### config.mk
export PLATFORM = sky130hd
export DESIGN_NAME = stall_tracker
export DESIGN_NICKNAME = d
export VERILOG_FILES = /design/src/rtl/stall_tracker_pkg.sv /design/src/rtl/stall_hazard_probe.sv /design/src/rtl/stall_load_mask.sv /design/src/rtl/stall_sat_counter.sv /design/src/rtl/stall_tracker.sv
export SDC_FILE = /design/constraint.sdc
export NUM_CORES = 1
export LEC_CHECK = 0
export BUFFER_PORTS_ARGS = -buffer_cell sky130_fd_sc_hd__buf_2
export CORE_UTILIZATION = 32
export CTS_BUF_LIST = sky130_fd_sc_hd__clkbuf_8 sky130_fd_sc_hd__clkbuf_16
export CTS_CLUSTER_SIZE = 30
export DETAILED_ROUTE_END_ITERATION = 8
export HOLD_SLACK_MARGIN = 0.08
export SLEW_MARGIN = 20
export SYNTH_ARGS = -nofsm -noshare
export SYNTH_HDL_FRONTEND = slang
export SYNTH_HIERARCHICAL = 1
export SYNTH_SLANG_ARGS = --single-unit
### constraint.sdc
create_clock -name clk -period 4.45 [get_ports clk]
set_clock_uncertainty 0.2 [all_clocks]
set_input_delay 0.2225 -clock clk [delete_from_list [all_inputs] [get_ports clk]]
set_output_delay 0.2225 -clock clk [all_outputs]
set_load 0.01 [all_outputs]
### src/rtl/stall_tracker_pkg.sv
package stall_tracker_pkg;

  typedef enum logic [2:0] {
    K_EXEC  = 3'd0,
    K_CMP   = 3'd1,
    K_MAC   = 3'd2,
    K_CTI   = 3'd3,
    K_LOAD  = 3'd4,
    K_STORE = 3'd5
  } ikind_e;

  localparam int NUM_OPS = 2;

  // Operand A is checked by two-source classes and by control transfers
  function automatic logic kind_checks_a(logic [2:0] k);
    return (k == K_EXEC) || (k == K_CMP) || (k == K_MAC) || (k == K_CTI);
  endfunction

  // Operand B is checked only by the two-source classes
  function automatic logic kind_checks_b(logic [2:0] k);
    return (k == K_EXEC) || (k == K_CMP) || (k == K_MAC);
  endfunction

endpackage

### src/rtl/stall_hazard_probe.sv
module stall_hazard_probe #(
  parameter int NREG  = 16,
  parameter int IDX_W = $clog2(NREG)
) (
  input  logic [NREG-1:0]  mask,
  input  logic             check_en,
  input  logic             op_vld,
  input  logic [IDX_W-1:0] op_idx,
  output logic             hit
);

  logic bit_set;

  always_comb begin
    bit_set = 1'b0;
    for (int r = 0; r < NREG; r++) begin
      if (op_idx == IDX_W'(r)) bit_set = mask[r];
    end
    hit = check_en && op_vld && bit_set;
  end

endmodule

### src/rtl/stall_load_mask.sv
module stall_load_mask #(
  parameter int NREG  = 16,
  parameter int IDX_W = $clog2(NREG)
) (
  input  logic             clk,
  input  logic             rst_n,
  input  logic             clr,
  input  logic             step,
  input  logic             ld_en,
  input  logic [IDX_W-1:0] ld_dst,
  output logic [NREG-1:0]  mask
);

  logic [NREG-1:0] staged;

  // Bits produced by the instruction in flight; promoted when it retires
  always_comb begin
    staged = '0;
    if (ld_en) staged[ld_dst] = 1'b1;
  end

  always_ff @(posedge clk or negedge rst_n) begin
    if (!rst_n)      mask <= '0;
    else if (clr)    mask <= '0;
    else if (step)   mask <= staged;
  end


  mask_single_chk: assert property (@(posedge clk) disable iff (!rst_n)
    $onehot0(mask));


  mask_hold_chk: assert property (@(posedge clk) disable iff (!rst_n)
    (!step && !clr) |=> $stable(mask));

endmodule

### src/rtl/stall_sat_counter.sv
module stall_sat_counter #(
  parameter int W     = 32,
  parameter int INC_W = 3
) (
  input  logic             clk,
  input  logic             rst_n,
  input  logic             clr,
  input  logic             en,
  input  logic [INC_W-1:0] inc,
  output logic [W-1:0]     cnt
);

  localparam logic [W-1:0] MAXV = {W{1'b1}};

  logic [W:0] sum;

  always_comb sum = {1'b0, cnt} + (W+1)'(inc);

  always_ff @(posedge clk or negedge rst_n) begin
    if (!rst_n)    cnt <= '0;
    else if (clr)  cnt <= '0;
    else if (en)   cnt <= sum[W] ? MAXV : sum[W-1:0];
  end


  clear_zero_chk: assert property (@(posedge clk) disable iff (!rst_n)
    clr |=> (cnt == '0));


  sat_hold_chk: assert property (@(posedge clk) disable iff (!rst_n)
    (!clr && cnt == MAXV) |=> (cnt == MAXV));


  no_wrap_chk: assert property (@(posedge clk) disable iff (!rst_n)
    !clr |=> (cnt >= $past(cnt)));

endmodule

### src/rtl/stall_tracker.sv
module stall_tracker #(
  parameter int NREG   = 16,
  parameter int CNT_W  = 32,
  parameter int LD_PEN = 2,
  parameter int BR_PEN = 2
) (
  input  logic                      clk,
  input  logic                      rst_n,
  input  logic                      clr,
  input  logic                      iss_valid,
  output logic                      iss_ready,
  input  logic [2:0]                iss_kind,
  input  logic                      iss_src_a_vld,
  input  logic [$clog2(NREG)-1:0]   iss_src_a,
  input  logic                      iss_src_b_vld,
  input  logic [$clog2(NREG)-1:0]   iss_src_b,
  input  logic [$clog2(NREG)-1:0]   iss_ld_dst,
  input  logic                      iss_taken,
  output logic                      hazard_a,
  output logic                      hazard_b,
  output logic [NREG-1:0]           load_mask,
  output logic [CNT_W-1:0]          ld_stall_cnt,
  output logic [CNT_W-1:0]          br_stall_cnt,
  output logic [CNT_W-1:0]          taken_cnt,
  output logic [CNT_W-1:0]          untaken_cnt
);
  import stall_tracker_pkg::*;

  localparam int IDX_W    = $clog2(NREG);
  localparam int LD_INC_W = $clog2(NUM_OPS * LD_PEN + 1);
  localparam int BR_INC_W = $clog2(BR_PEN + 1);

  logic                    accept;
  logic                    is_cti, is_load;
  logic [NUM_OPS-1:0]      op_chk, op_vld, op_hit;
  logic [IDX_W-1:0]        op_idx [NUM_OPS];
  logic [LD_INC_W-1:0]     ld_inc;

  assign iss_ready = !clr;
  assign accept    = iss_valid && iss_ready;
  assign is_cti    = (iss_kind == K_CTI);
  assign is_load   = (iss_kind == K_LOAD);

  assign op_chk[0] = accept && kind_checks_a(iss_kind);
  assign op_chk[1] = accept && kind_checks_b(iss_kind);
  assign op_vld    = {iss_src_b_vld, iss_src_a_vld};
  assign op_idx[0] = iss_src_a;
  assign op_idx[1] = iss_src_b;

  for (genvar g = 0; g < NUM_OPS; g++) begin : g_op
    stall_hazard_probe #(.NREG(NREG), .IDX_W(IDX_W)) u_probe (
      .mask     (load_mask),
      .check_en (op_chk[g]),
      .op_vld   (op_vld[g]),
      .op_idx   (op_idx[g]),
      .hit      (op_hit[g])
    );
  end

  assign hazard_a = op_hit[0];
  assign hazard_b = op_hit[1];

  always_comb begin
    ld_inc = '0;
    for (int i = 0; i < NUM_OPS; i++) begin
      if (op_hit[i]) ld_inc = ld_inc + LD_INC_W'(LD_PEN);
    end
  end

  stall_load_mask #(.NREG(NREG), .IDX_W(IDX_W)) u_mask (
    .clk    (clk),
    .rst_n  (rst_n),
    .clr    (clr),
    .step   (accept),
    .ld_en  (is_load),
    .ld_dst (iss_ld_dst),
    .mask   (load_mask)
  );

  stall_sat_counter #(.W(CNT_W), .INC_W(LD_INC_W)) u_ld_cnt (
    .clk (clk), .rst_n (rst_n), .clr (clr),
    .en  (|op_hit), .inc (ld_inc), .cnt (ld_stall_cnt)
  );

  stall_sat_counter #(.W(CNT_W), .INC_W(BR_INC_W)) u_br_cnt (
    .clk (clk), .rst_n (rst_n), .clr (clr),
    .en  (accept && is_cti && iss_taken), .inc (BR_INC_W'(BR_PEN)),
    .cnt (br_stall_cnt)
  );

  stall_sat_counter #(.W(CNT_W), .INC_W(1)) u_tk_cnt (
    .clk (clk), .rst_n (rst_n), .clr (clr),
    .en  (accept && is_cti && iss_taken), .inc (1'b1), .cnt (taken_cnt)
  );

  stall_sat_counter #(.W(CNT_W), .INC_W(1)) u_nt_cnt (
    .clk (clk), .rst_n (rst_n), .clr (clr),
    .en  (accept && is_cti && !iss_taken), .inc (1'b1), .cnt (untaken_cnt)
  );


  op_a_valid_chk: assert property (@(posedge clk) disable iff (!rst_n)
    hazard_a |-> (iss_src_a_vld && load_mask[iss_src_a]));


  op_b_kind_chk: assert property (@(posedge clk) disable iff (!rst_n)
    hazard_b |-> (iss_kind != K_CTI && iss_kind != K_LOAD && iss_kind != K_STORE));


  idle_quiet_chk: assert property (@(posedge clk) disable iff (!rst_n)
    (!iss_valid && !clr) |=> ($stable(ld_stall_cnt) && $stable(br_stall_cnt)
                              && $stable(taken_cnt) && $stable(untaken_cnt)));


  clear_block_chk: assert property (@(posedge clk) disable iff (!rst_n)
    clr |-> (!hazard_a && !hazard_b));

endmodule

# Word-level counts from Yosys, hierarchy flattened
# Index checks and enable logic that the tools add are counted.
# totals
ram_bits,0
ff_bits,144
latch_bits,0
output_inout_bits,147
mem_bits_ro,0
memories,0
wordCells,121
# classes
shifts,0
addsub,5
div_mod_pow,0
reduce_logical,24
magnitude_cmp,2
n_mux,51
n_eq_ne,34
n_mul,0
n_bitwise,0
# ops
operator,n
2-to-1 mux 32 bit,12
adder 32 x 1 -> 33 bit (second input constant),2
equality test 4 bit (second input constant),16
2-to-1 mux 16 bit,3
adder 32 x 2 -> 33 bit (second input constant),1
adder 32 x 3 -> 33 bit,1
2-to-1 mux 1 bit,33
equality test 4 x 3 -> 1 bit (second input constant),8
equality test 4 x 2 -> 1 bit (second input constant),4
logical AND 1 bit,11
equality test 4 x 1 -> 1 bit (second input constant),2
logical NOT 4 bit,2
nonzero test 2 bit,4
equality test 3 x 2 -> 1 bit (second input constant),2
less-than comparator 4 x 5 -> 1 bit (second input constant),1
demux 1 bit (select 4 bit),1
greater-or-equal comparator 4 x 1 -> 1 bit (second input constant),1
adder 3 x 2 -> 3 bit (second input constant),1
equality test 3 x 1 -> 1 bit (second input constant),1
equality test 3 bit (second input constant),1
logical NOT 3 bit,1
logical OR 1 bit,3
2-to-1 mux 3 bit,1
logical NOT 1 bit,2
other kinds (2),2

# Depth between registers and ports, before layout
# logic_depth
word_depth,25
depth_mapped,15

# Cells and area by module
# The synthesis kept the hierarchy.
# by_module_without_submodules
module,instances,cells_each,area_each_um2
stall_sat_counter at u_nt_cnt ...,2,207,1949.4
stall_sat_counter at u_br_cnt,1,225,1990.7
stall_sat_counter at u_ld_cnt,1,198,1881.8
stall_load_mask,1,45,668.1
stall_hazard_probe,2,23,185.2
stall_tracker,1,17,106.4

# Least setup slack after synthesis
# No wires, ideal clock.
# synth_path
path_kind,in2reg
startpoint,in clr
endpoint,reg u_ld_cnt.cnt[28]
path_slack_ns,0.807
required_ns,4.154
path_buffers,1
t_arrival_ns,3.347
path_stages,13
path_cell_list,or3b_4 a21oi_1 o2111ai_1 o31ai_1 inv_1 ha_1 fa_1 a21o_1 and3_1 clkbuf_1 and2_1 and4_1 nor4_2
# synth_rtl
element,line,rtl
"start, declared",stall_tracker.sv:9,"input logic clr,"
logical NOT 1 bit,stall_tracker.sv:39,assign iss_ready = !clr;
logical AND 1 bit,stall_tracker.sv:40,assign accept = iss_valid && iss_ready;
logical AND 1 bit,stall_tracker.sv:45,assign op_chk[1] = accept && kind_checks_b(iss_kind);
via op_chk[1],stall_tracker.sv:35,"logic [NUM_OPS-1:0] op_chk, op_vld, op_hit;"
logical AND 1 bit (2 in series),stall_hazard_probe.sv:19,hit = check_en && op_vld && bit_set;
via hazard_b,stall_tracker.sv:20,"output logic hazard_b,"
2-to-1 mux 3 bit,stall_tracker.sv:66,if (op_hit[i]) ld_inc = ld_inc + LD_INC_W'(LD_PEN);
via ld_inc[1],stall_tracker.sv:37,logic [LD_INC_W-1:0] ld_inc;
adder 32 x 3 -> 33 bit,stall_sat_counter.sv:17,"always_comb sum = {1'b0, cnt} + (W+1)'(inc);"
2-to-1 mux 32 bit (2 in series),stall_sat_counter.sv:22,else if (en) cnt <= sum[W] ? MAXV : sum[W-1:0];
2-to-1 mux 32 bit,stall_sat_counter.sv:21,else if (clr) cnt <= '0;
"end signal, assigned",stall_sat_counter.sv:22,
"end, declared",stall_sat_counter.sv:10,output logic [W-1:0] cnt
# The timed path passes the listed nets, and every way through them passes these cells. The select of a mux whose other input is x is not followed.
# A chain may end at the register's enable or synchronous reset.

# Worst setup path in the final report
# layout_path
startpoint,reg u_mask.mask[10]
endpoint,reg u_ld_cnt.cnt[15]
# layout_between
elab_chain_len,14
# layout_lines
element,line,rtl
"start, declared",stall_load_mask.sv:11,output logic [NREG-1:0] mask
"start signal, assigned",stall_load_mask.sv:25,else if (step) mask <= staged;
2-to-1 mux 1 bit (6 in series),stall_hazard_probe.sv:17,if (op_idx == IDX_W'(r)) bit_set = mask[r];
logical AND 1 bit,stall_hazard_probe.sv:19,
2-to-1 mux 2 bit,stall_tracker.sv:66,
adder 3 x 2 -> 3 bit,stall_tracker.sv:66,
2-to-1 mux 3 bit *,stall_tracker.sv:66,
via ld_inc[1],stall_tracker.sv:37,
adder 32 x 3 -> 33 bit *,stall_sat_counter.sv:17,
2-to-1 mux 32 bit * (2 in series),stall_sat_counter.sv:22,
2-to-1 mux 32 bit *,stall_sat_counter.sv:21,
# The timed path passes the listed nets; every way through them passes the cells marked *. The select of a mux whose other input is x is not followed.

==> reports/results.tsv <==
stage	metric	value	unit
sta	setup-tns-final	0	ns
worst_setup_path	end_kind	flop	
routing	drc	0	
place	gp_congestion	0.858	
clocking	insertion_delay	0.42	ns
synth	yosysWarnings	6	
layout	nets	1134	
worst_setup_path	crit_family	simple AND/OR/NAND/NOR gates	
worst_setup_path	start_kind	flop	
layout	finish.utilization	39.3	%
worst_setup_path	crit_path_top_delay_cell	nor3_1	
clocking	clk_pin_slew	0.07	ns
worst_setup_path	cp_slowest_stage_delay	0.58	ns
die	die_area	0.0285	sq mm
routing	routed_wirelength	26.1	mm
worst_setup_path	crit_buf_inv	2	
die	initial_utilization	32.8	%
global_routing	grt_pass1_wl	42.2	mm
worst_setup_path	cp_num_cells	13	
clocking	cts_resized	0	
worst_hold_path	worstHoldPathType	in -> reg	
routing	first_pass_iters	5	
synth	synthArstFlopShare	100	%
sta	report.final.setup_viol	0	
synth	synth_edf_count	0	
status	status	finished, final reports clean	
power	leakagePower	4.93	nW
synth	synth_area	0.00892	sq mm
sta	fin_ws	0.663	ns
worst_setup_path	critPathRequiredTime	4.58	ns
place	io_buffers	168	
global_routing	grt_use_total	18.4	%
power	vdd_drop_max	0.192	mV
routing	wl_per_cell	17.6	um
worst_setup_path	cp_max_fo	6	
place	dp_slack	0.389	ns
sta	tightest_slew	0.794	ns
synth	synth_area_per_cell	9.43	sq um
clocking	root_buffer	clkbuf_16	
clocking	cts_setup_buffers	0	
die	num_rows	60	
worst_setup_path	cp_data_arrival_time	3.92	ns
clocking	cts_tree	done	
global_routing	grt_pass1_vias	7794	
routing	ant_nets	0	
synth	seq_area_frac_synth	40.4	%
worst_setup_path	crit_chain	mux2i_1 > o22ai_1 > o2111ai_1 > o31ai_1 > inv_1 > ha_1 > fa_1 > a21o_1 > nand4_1 > nor3_1 > buf_4 > and3b_1 > nor4_2	
layout	seqCellArea	0.00360	sq mm
sta	slew_headroom	47.1	%
routing	first_iter_violations	663	
synth	syn_inst	945	
worst_hold_path	min_delay_path_depth	5	
sta	hold_viol	0	
layout	mostFrequentLayoutCell	buf_2	
sta	slew_viol_final	0	
clocking	numCtsBuffers	17	
place	place_inst	1447	
layout	fillers	2803	
clocking	clock_sinks	144	
place	place_hpwl	18.1	mm
die	die_w	169	um
global_routing	grt_max_degree	78	
worst_setup_path	critPathKind	reg -> reg	
flow_run	cap_violations	0	
synth	ys_types	83	
layout	layout.cells.non_filler	1485	
routing	vias	8343	
die	io_pins	169	
sta	fmax	0.264	GHz
power	power.density	275	mW/mm^2
clocking	htree_levels	4	
synth	synth-main-ff-cell	dfrtp_1	
global_routing	antenna_found_initial	1	
layout	multi_input_area	0.00493	sq mm
routing	routed-wl-met2	12.0	mm
clocking	clockBufferDepth	2	
sta	min_period	3.79	ns
layout	layout_common_cells	buf_2 (166), dfrtp_1 (144), nor2_1 (91)	
worst_setup_path	reg2regPathDepth	13	
global_routing	grt_overflow	0	
die	die_h	169	um
die	core_region_area	0.0272	sq mm
layout	synthToLayoutAreaGrowth	19.8	%
routing	wl_met3	1.23	mm
layout	layout-drive-gt1-share	25.9	%
synth	ys_ff_latch	144	
routing	top_layer_used	met4	
routing	routedLengthMet1	12.6	mm
sta	rsz0062_at_grt	no	
sta	finalCritPeriodShare	85.1	%
routing	via_per_inst	5.62	
## worst paths after layout
path / startpoint / to / slack [ns]
worst max-delay path: u_mask/mask[10]$_DFFE_PN0P_ / u_ld_cnt/cnt[15]$_DFFE_PN0P_ / 0.66
worst min-delay path: iss_kind[1] / u_br_cnt/cnt[19]$_DFFE_PN0P_ / 0.10
worst max register to register: u_mask/mask[10]$_DFFE_PN0P_ / u_ld_cnt/cnt[15]$_DFFE_PN0P_ / 0.66
worst min register to register: u_ld_cnt/cnt[10]$_DFFE_PN0P_ / u_ld_cnt/cnt[10]$_DFFE_PN0P_ / 0.30
max in group asynchronous: rst_n / u_br_cnt/cnt[15]$_DFFE_PN0P_ / 2.99
min in group asynchronous: rst_n / u_ld_cnt/cnt[16]$_DFFE_PN0P_ / 0.17
## layer usage
metal  up-vias  track usage, %
met3        17            3.65
met5         -               0
met1      4143            25.5
li1       3945               -
met4         0            5.38
met2       238            29.0
## power by group
part	total [mW]	internal [mW]	switching [mW]
logic	0.129	0.0353	0.0939
registers	1.31	1.31	0.00151
clock network	1.50	0.850	0.648
## layout make-up
cell class,instances,share of cell area [%]
timing repair buffer,181,9.10
sequential,144,33.7
clock inverter,15,1.62
tap,372,4.36
multi-input combinational,726,46.2
inverter,29,1.02
clock buffer,17,3.98
antenna,1,0.0234
## cell families after synthesis
family / share of synthesized area [%]
and+or+nand+nor: 28.8
AOI/OAI and AO/OA: 21.1
DFF: 40.4
buffers and inverters: 4.63
muxes: 2.78
adders and majority gates: 1.99
other: 0.0842
xor gates and xnor gates: 0.196
## sequential cells by signal (all words and copies together), names as in the netlist
signal / flops
u_tk_cnt/cnt: 32
u_ld_cnt/cnt: 32
u_mask/mask: 16
u_nt_cnt/cnt: 32
u_br_cnt/cnt: 32
## what timing repair did
item,in CTS,in global routing
hold endpoints to repair,81,0
setup endpoints to repair,0,0
hold buffers,5,0
## synth_stat cells, drive strengths merged, types with 3 or more instances
master	n	share of area [%]
buf	26	2.3
and4	23	2.4
nor3b	4	0.39
a41oi	10	0.98
a41o	5	0.56
nand2	64	2.7
and3	39	2.8
clkinv	4	0.17
o221a	10	1.3
or2	4	0.28
a221oi	5	0.56
and4b	3	0.34
a21oi	51	2.9
a31oi	37	2.9
nor3	49	3.1
o31ai	3	0.25
nor4	20	2.4
nand3	44	2.8
o21bai	4	0.34
a21o	5	0.42
and2	16	1.2
o211a	8	0.90
clkbuf	26	1.1
nand4	40	3.6
o31a	3	0.29
nor2	94	4.1
a311oi	9	0.95
o21a	12	1.0
ha	11	1.5
a32o	16	1.8
o2111ai	4	0.53
a211oi	34	3.4
nor2b	18	1.3
mux2i	18	2.0
inv	25	1.1
dfrtp	144	40
o21ai	26	1.5
## metrics by stage
stage	hold slack [ns]	instance area [sq um]	total power, mW
after floorplan	-0.273	8940	1.40
after global placement	0.0764	10000	1.46
final	0.103	10700	2.94
after global routing	0.141	10700	3.05
after CTS	0.0807	10700	2.98
after detailed placement	0.0814	10000	1.46
## worst min-delay path: stages
cell,delay (ns)
buf_2,0.12
nand3_1,0.12
nor2_4,0.09
nand2_1,0.07
a21oi_1,0.06
Note: power is estimated with default switching activity, not from simulation.
